[config.mk]
export PLATFORM = sky130hd
export DESIGN_NAME = bridgeRegBlock
export DESIGN_NICKNAME = d
export VERILOG_FILES = /design/src/rtl/bregPkg.sv /design/src/rtl/bregCtrl.sv /design/src/rtl/bregData.sv /design/src/rtl/bridgeRegBlock.sv
export SDC_FILE = /design/constraint.sdc
export NUM_CORES = 1
export LEC_CHECK = 0
export ABC_AREA = 0
export BUFFER_PORTS_ARGS = -buffer_cell sky130_fd_sc_hd__buf_2
export CAP_MARGIN = 20
export CORE_MARGIN = 3
export CORE_UTILIZATION = 30
export DETAILED_ROUTE_END_ITERATION = 6
export PLACE_DENSITY = 0.41
export SLEW_MARGIN = 20
export SYNTH_ARGS = -nofsm -noshare
export SYNTH_HDL_FRONTEND = slang
export SYNTH_SLANG_ARGS = --single-unit
[constraint.sdc]
create_clock -name clk -period 6 [get_ports clk]
set_input_delay 0.6 -clock clk [delete_from_list [all_inputs] [get_ports clk]]
set_output_delay 0.6 -clock clk [all_outputs]
set_load 0.01 [all_outputs]
[src/rtl/bregPkg.sv]
package bregPkg;
  localparam int DATA_W    = 32;
  localparam int BE_W      = DATA_W / 8;
  localparam int MAP_WORDS = 24;
  localparam int IDX_W     = $clog2(MAP_WORDS);

  typedef enum logic [2:0] {KIND_RSV, KIND_RW, KIND_RO, KIND_RC, KIND_WO} regKindT;
  typedef enum logic [2:0] {SEL_NONE, SEL_REG, SEL_VER, SEL_RC, SEL_ZERO, SEL_DUMMY} rdSelT;

  typedef struct packed {
    logic             valid;
    logic             doWrite;
    logic             clearRc;
    logic             pulseSw;
    logic             setBusErr;
    logic             setBurstErr;
    logic             respErr;
    rdSelT            rdSel;
    logic [IDX_W-1:0] idx;
    logic [BE_W-1:0]  be;
  } strobeT;

  function automatic regKindT kindOf(input logic [IDX_W-1:0] i);
    case (i)
      5'd0, 5'd2, 5'd5, 5'd6, 5'd8, 5'd9, 5'd10, 5'd12,
      5'd16, 5'd17, 5'd20, 5'd21, 5'd23: kindOf = KIND_RW;
      5'd4:    kindOf = KIND_RO;
      5'd7:    kindOf = KIND_RC;
      5'd22:   kindOf = KIND_WO;
      default: kindOf = KIND_RSV;
    endcase
  endfunction

  function automatic logic wordOnly(input logic [IDX_W-1:0] i);
    wordOnly = (i == 5'd7) || (i == 5'd9) || (i == 5'd22);
  endfunction
endpackage

[src/rtl/bregCtrl.sv]
module bregCtrl
  import bregPkg::*;
#(
  parameter int ADDR_W = 12
) (
  input  logic              reqValid,
  input  logic              reqWrite,
  input  logic [ADDR_W-1:0] reqAddr,
  input  logic [BE_W-1:0]   reqByteEn,
  input  logic              reqBurst,
  output strobeT            strb
);
  localparam int WIDX_W = ADDR_W - 2;

  logic [WIDX_W-1:0] wordIdx;
  logic [IDX_W-1:0]  idxLo;
  logic              inMap;
  logic              inCfg;
  logic              sizeLegal;
  logic              fullWord;
  regKindT           kind;
  logic              bad;

  assign wordIdx   = reqAddr[ADDR_W-1:2];
  assign idxLo     = wordIdx[IDX_W-1:0];
  assign inMap     = wordIdx < WIDX_W'(MAP_WORDS);
  assign inCfg     = reqAddr[ADDR_W-1:8] == (ADDR_W-8)'(1);
  assign fullWord  = reqByteEn == 4'b1111;
  assign sizeLegal = fullWord || (reqByteEn == 4'b0011) ||
                     (reqByteEn == 4'b1100) || $onehot(reqByteEn);
  assign kind      = inMap ? kindOf(idxLo) : KIND_RSV;

  always_comb begin
    strb       = '0;
    strb.rdSel = SEL_NONE;
    strb.idx   = idxLo;
    strb.be    = reqByteEn;
    strb.valid = reqValid;
    bad        = 1'b0;
    if (reqValid) begin
      if (reqBurst) begin
        strb.setBurstErr = 1'b1;
        if (!reqWrite) begin
          strb.rdSel   = SEL_DUMMY;
          strb.respErr = 1'b1;
        end
      end else if (inCfg) begin
        if (!sizeLegal) bad = 1'b1;
        else if (!reqWrite) strb.rdSel = SEL_ZERO;
      end else begin
        bad = !sizeLegal || (inMap && wordOnly(idxLo) && !fullWord) ||
              (kind == KIND_RSV) || (kind == KIND_WO && !reqWrite);
        if (!bad) begin
          case (kind)
            KIND_RW: begin
              if (reqWrite) strb.doWrite = 1'b1;
              else          strb.rdSel   = SEL_REG;
            end
            KIND_RO: if (!reqWrite) strb.rdSel = SEL_VER;
            KIND_RC: if (!reqWrite) begin
              strb.rdSel   = SEL_RC;
              strb.clearRc = 1'b1;
            end
            KIND_WO: strb.pulseSw = reqWrite;
            default: ;
          endcase
        end
      end
      if (bad) begin
        strb.setBusErr = 1'b1;
        if (!reqWrite) begin
          strb.rdSel   = SEL_DUMMY;
          strb.respErr = 1'b1;
        end
      end
    end
  end
endmodule

[src/rtl/bregData.sv]
module bregData
  import bregPkg::*;
#(
  parameter logic [DATA_W-1:0] VERSION_VAL = 32'h0000_0102,
  parameter logic [DATA_W-1:0] DUMMY_VAL   = 32'hDEAD_BEEF
) (
  input  logic              clk,
  input  logic              rstN,
  input  strobeT            strb,
  input  logic [DATA_W-1:0] reqWdata,
  input  logic [DATA_W-1:0] rcSetIn,
  input  logic [1:0]        errClear,
  output logic              rspValid,
  output logic [DATA_W-1:0] rspRdata,
  output logic              rspDataErr,
  output logic              busErr,
  output logic              burstErr,
  output logic              swResetPulse
);
  localparam int SLOTS = 2 ** IDX_W;

  logic [DATA_W-1:0] regFile [SLOTS];
  logic [DATA_W-1:0] rcWord;
  logic [DATA_W-1:0] rdNext;

  always_ff @(posedge clk) begin
    if (!rstN) begin
      for (int i = 0; i < SLOTS; i++) regFile[i] <= '0;
    end else if (strb.doWrite) begin
      for (int i = 0; i < MAP_WORDS; i++) begin
        if (kindOf(IDX_W'(i)) == KIND_RW && strb.idx == IDX_W'(i)) begin
          for (int b = 0; b < BE_W; b++) begin
            if (strb.be[b]) regFile[i][8*b +: 8] <= reqWdata[8*b +: 8];
          end
        end
      end
    end
  end

  always_comb begin
    case (strb.rdSel)
      SEL_REG:   rdNext = regFile[strb.idx];
      SEL_VER:   rdNext = VERSION_VAL;
      SEL_RC:    rdNext = rcWord;
      SEL_DUMMY: rdNext = DUMMY_VAL;
      default:   rdNext = '0;
    endcase
  end

  always_ff @(posedge clk) begin
    if (!rstN) begin
      rcWord       <= '0;
      busErr       <= 1'b0;
      burstErr     <= 1'b0;
      rspValid     <= 1'b0;
      rspRdata     <= '0;
      rspDataErr   <= 1'b0;
      swResetPulse <= 1'b0;
    end else begin
      rcWord       <= (strb.clearRc ? '0 : rcWord) | rcSetIn;
      busErr       <= (busErr & ~errClear[0]) | strb.setBusErr;
      burstErr     <= (burstErr & ~errClear[1]) | strb.setBurstErr;
      rspValid     <= strb.valid;
      rspRdata     <= rdNext;
      rspDataErr   <= strb.respErr;
      swResetPulse <= strb.pulseSw;
    end
  end
endmodule

[src/rtl/bridgeRegBlock.sv]
module bridgeRegBlock
  import bregPkg::*;
#(
  parameter int          ADDR_W      = 12,
  parameter logic [31:0] VERSION_VAL = 32'h0000_0102,
  parameter logic [31:0] DUMMY_VAL   = 32'hDEAD_BEEF
) (
  input  logic              clk,
  input  logic              rstN,
  input  logic              reqValid,
  input  logic              reqWrite,
  input  logic [ADDR_W-1:0] reqAddr,
  input  logic [3:0]        reqByteEn,
  input  logic              reqBurst,
  input  logic [31:0]       reqWdata,
  input  logic [31:0]       rcSetIn,
  input  logic [1:0]        errClear,
  output logic              rspValid,
  output logic [31:0]       rspRdata,
  output logic              rspDataErr,
  output logic              busErr,
  output logic              burstErr,
  output logic              nmi,
  output logic              swResetPulse
);
  strobeT strb;

  bregCtrl #(.ADDR_W(ADDR_W)) ctrl (
    .reqValid (reqValid),
    .reqWrite (reqWrite),
    .reqAddr  (reqAddr),
    .reqByteEn(reqByteEn),
    .reqBurst (reqBurst),
    .strb     (strb)
  );

  bregData #(.VERSION_VAL(VERSION_VAL), .DUMMY_VAL(DUMMY_VAL)) data (
    .clk         (clk),
    .rstN        (rstN),
    .strb        (strb),
    .reqWdata    (reqWdata),
    .rcSetIn     (rcSetIn),
    .errClear    (errClear),
    .rspValid    (rspValid),
    .rspRdata    (rspRdata),
    .rspDataErr  (rspDataErr),
    .busErr      (busErr),
    .burstErr    (burstErr),
    .swResetPulse(swResetPulse)
  );

  assign nmi = burstErr;
endmodule

==> summary.txt <==
Status
  • Outcome: finished, final reports clean

Yosys
  • Mapped Avg Cell Area: 12.1 um^2
  • Most common cell in the netlist: edfxtp_1
  • Most instantiated cells after synthesis: edfxtp_1, nor3_1, a21oi_1, o21ai_0, clkbuf_1
  • Top post-synthesis cells by area: edfxtp_1, nor3_1, dfxtp_1
  • Cell area after synthesis: 22900 um^2
  • Top_reg_cell synth: edfxtp_1
  • Async set or reset register ratio after synthesis: 0%
  • Yosys top cell area share: 58.8%
  • Cell taking the most area after synthesis: edfxtp_1
  • Synth Net Count: 1988
  • Seq/Total Area, Yosys: 64.8%
  • Post-synthesis cell type count: 47
  • Syn Inst Count: 1888
  • Synth warn: 0
  • Synth Register Bits: 517
  • EDFF count, synth: 448

Route
  • Drt total wl: 71800 um
  • Detailed Route Iter0 Violations: 1080
  • Vias/cell: 5.26
  • Antenna Nets Post-Route: 0
  • Post-route DRC: 0
  • DR WL/cell: 24.1 um
  • DR vias: 15700
  • Initial DRT Pass Iterations: 5

Clocking
  • Hold buffer count at cts: 0
  • CTS tree: done
  • CTS sink cnt: 517
  • Clock Latency Late Sink: 0.61 ns
  • Post-CTS sizing: 0
  • H-tree depth: 2
  • Inserted Clock Buffers: 58
  • Clk root buf: clkbuf_16
  • Postcts setup bufs: 0
  • Clock slew at reported path FFs: 0.06 ns
  • Clock Path Buffers: 3

Timing
  • Layout Skew: 0.0161 ns
  • Slew Limit Headroom: 35.1%
  • Final Cycle Share: 60.9%
  • RSZ-0062 raised after global routing: no
  • Final min period: 3.66 ns
  • F_max: 0.274 GHz
  • Endpoints failing setup: 0
  • Fin. Hold Viols: 0
  • Hold_ws: 0.193 ns
  • Setup TNS: 0 ns
  • Slew Viols, Final: 0
  • Worst Tran Pin Value: 0.973 ns

Setup path
  • CP Launch Type: input pin
  • Worst path cell trace: buf_2, o2111ai_1, a31oi_4, o21ai_2, nor3_4, nand2_2, o21ai_0, buf_4
  • WP buf/inv: 2
  • Worst path arrival time: 3.97 ns
  • FF-to-FF Start: data.regFile[22][30]$_DFFE_PN_
  • CP Class: in2reg
  • Crit path max-delay family: compound AO/OA/AOI/OAI gates
  • Reg2Reg Setup Slack: 3.80 ns
  • CP required: 6.32 ns
  • Crit path capture type: flop
  • Crit-path max cell delay: 0.79 ns
  • Crit path max fanout: 37
  • Slowest-stage cell, CP: o21ai_0
  • RR Endpoint: data.rspRdata[30]$_SDFF_PN0_
  • Reg2reg path depth: 6

Global routing
  • GRT Util Overall: 17.8%
  • Pin count of the biggest net entering global routing: 84
  • Gr ovfl total: 0
  • Initial antenna violation count: 2
  • Vias in the first global route: 15800
  • First-pass GRT wire length: 106000 um

Min path
  • Hold Path Stages: 3
  • Hold Path End: data.rcWord[30]$_SDFF_PN0_
  • Min-delay worst type: in2reg
  • Hold path start: rcSetIn[30]

Layout
  • Finished Cell Area: 26500 um^2
  • Area Overhead vs Synth: 15.9%
  • Fillers: 7400
  • NumNets Final: 2061
  • Finished Layout Cells: 2980
  • Layout cells sized above 1: 17.9%

Placed design
  • Post-DP Area: 24700 um^2
  • DP HPWL: 46000 um
  • Inst Count DP: 2870
  • GPL Wtd Cong: 0.780
  • Port bufs: 122

Floorplanning
  • Height of the die: 282 um
  • FP Rows: 100
  • Die area: 79600 um^2
  • Core area: 74900 um^2
  • Initial Utilization: 30.5%
  • Chip Width: 282 um
  • Boundary Pins: 125

Job
  • Max-cap violation count: 0

Power and ir drop
  • Worst VDD drop: 241 uV
  • Power Dens Cells: 313 nW/um^2
  • Leakage power total: 0.00899 uW
where the power goes:
part           total, uW  switching [uW]  internal, uW
registers           4160            56.3          4100
logic                655             442           213
clock network       3470            1430          2040
total               8290            1930          6360
worst min-delay path: cells and delay by family:
kind | cells | cell delay, ns
buffers and inverters | 1 | 0.07
AND/OR/NAND/NOR | 1 | 0.06
AO/OA/AOI/OAI | 1 | 0.03
kinds of logic after synthesis:
logic type,share of synthesized area (%)
and+or+nand+nor,11.6
DFF,64.8
muxes,7.39
AOI/OAI and AO/OA,10.9
adders and majority gates,0.744
buffers and inverters,4.58
how the worst max path moves through the flow:
| stage | end | depth (start not counted) | slack [ns] | start |
|---|---|---|---|---|
| 6_report | data.regFile[6][28]$_SDFFCE_PN0P_ | 8 | 2.34 | reqAddr[6] |
| 5_1_grt | data.regFile[6][28]$_SDFFCE_PN0P_ | 8 | 2.06 | reqAddr[6] |
| 4_1_cts | data.regFile[6][28]$_SDFFCE_PN0P_ | 8 | 2.32 | reqAddr[6] |
| 3_5_place_dp | data.regFile[6][28]$_SDFFCE_PN0P_ | 8 | 1.69 | reqAddr[6] |
| 3_3_place_gp | data.regFile[6][28]$_SDFFCE_PN0P_ | 13 | 1.68 | reqByteEn[0] |
| 2_1_floorplan | data.regFile[5][10]$_SDFFCE_PN0P_ | 12 | 2.66 | reqByteEn[2] |
per-stage QoR:
stage / total power, uW / util [%] / setup WS [ns]
floorplan: 4610 / - / 2.66
global placement: 4890 / 32.9 / 1.68
detailed placement: 4900 / 32.9 / 1.69
CTS: 8390 / 35.4 / 2.32
global route: 8580 / 35.4 / 2.06
finish: 8290 / 35.4 / 2.34
state kept, by name, summed over array words and instances, names as in the netlist:
name and cells:
data.regFile 448, data.busErr 1, data.swResetPulse 1, data.rspRdata 32
data.rcWord 32, data.burstErr 1, data.rspValid 1, data.rspDataErr 1
routing by layer:
| layer | part of all wire, % | global-route usage [%] |
|---|---|---|
| met1 | 45 | 24.9 |
| met2 | 47 | 29.4 |
| met3 | 5.1 | 2.24 |
| met4 | 2.4 | 4.76 |
| met5 | 0 | 0 |
cell type report:
type | instances | area (um^2) | share of cell area (%)
diodes | 2 | 5.00 | 0.0189
clock buffers | 86 | 1670 | 6.30
clock inverters | 22 | 178 | 0.670
inverters | 45 | 169 | 0.637
multi-input cells | 1118 | 7060 | 26.6
flip-flops and latches | 517 | 14800 | 56.0
well taps | 969 | 1210 | 4.57
repair buffers | 221 | 1380 | 5.21
placed cells by master (no fill, tap or decap), types with 10 or more instances in the layout:
| cell | synthesis | layout |
|---|---|---|
| mux2i_1 | 97 | 97 |
| ha_1 | 12 | 12 |
| dfxtp_1 | 69 | 69 |
| a22oi_1 | 12 | 12 |
| nand2_1 | 88 | 84 |
| a221oi_1 | 32 | 32 |
| a21oi_1 | 163 | 163 |
| clkinv_1 | 0 | 10 |
| o21ai_0 | 147 | 147 |
| inv_1 | 44 | 44 |
| clkbuf_16 | 0 | 60 |
| a22o_1 | 21 | 21 |
| a32oi_1 | 21 | 21 |
| buf_2 | 67 | 119 |
| clkbuf_1 | 133 | 13 |
| nor3_1 | 353 | 353 |
| nand3_1 | 16 | 16 |
| edfxtp_1 | 448 | 448 |
| buf_4 | 4 | 99 |
| nor2_1 | 72 | 70 |
| mux4_2 | 32 | 32 |
Note: power is estimated with default switching activity, not from simulation.
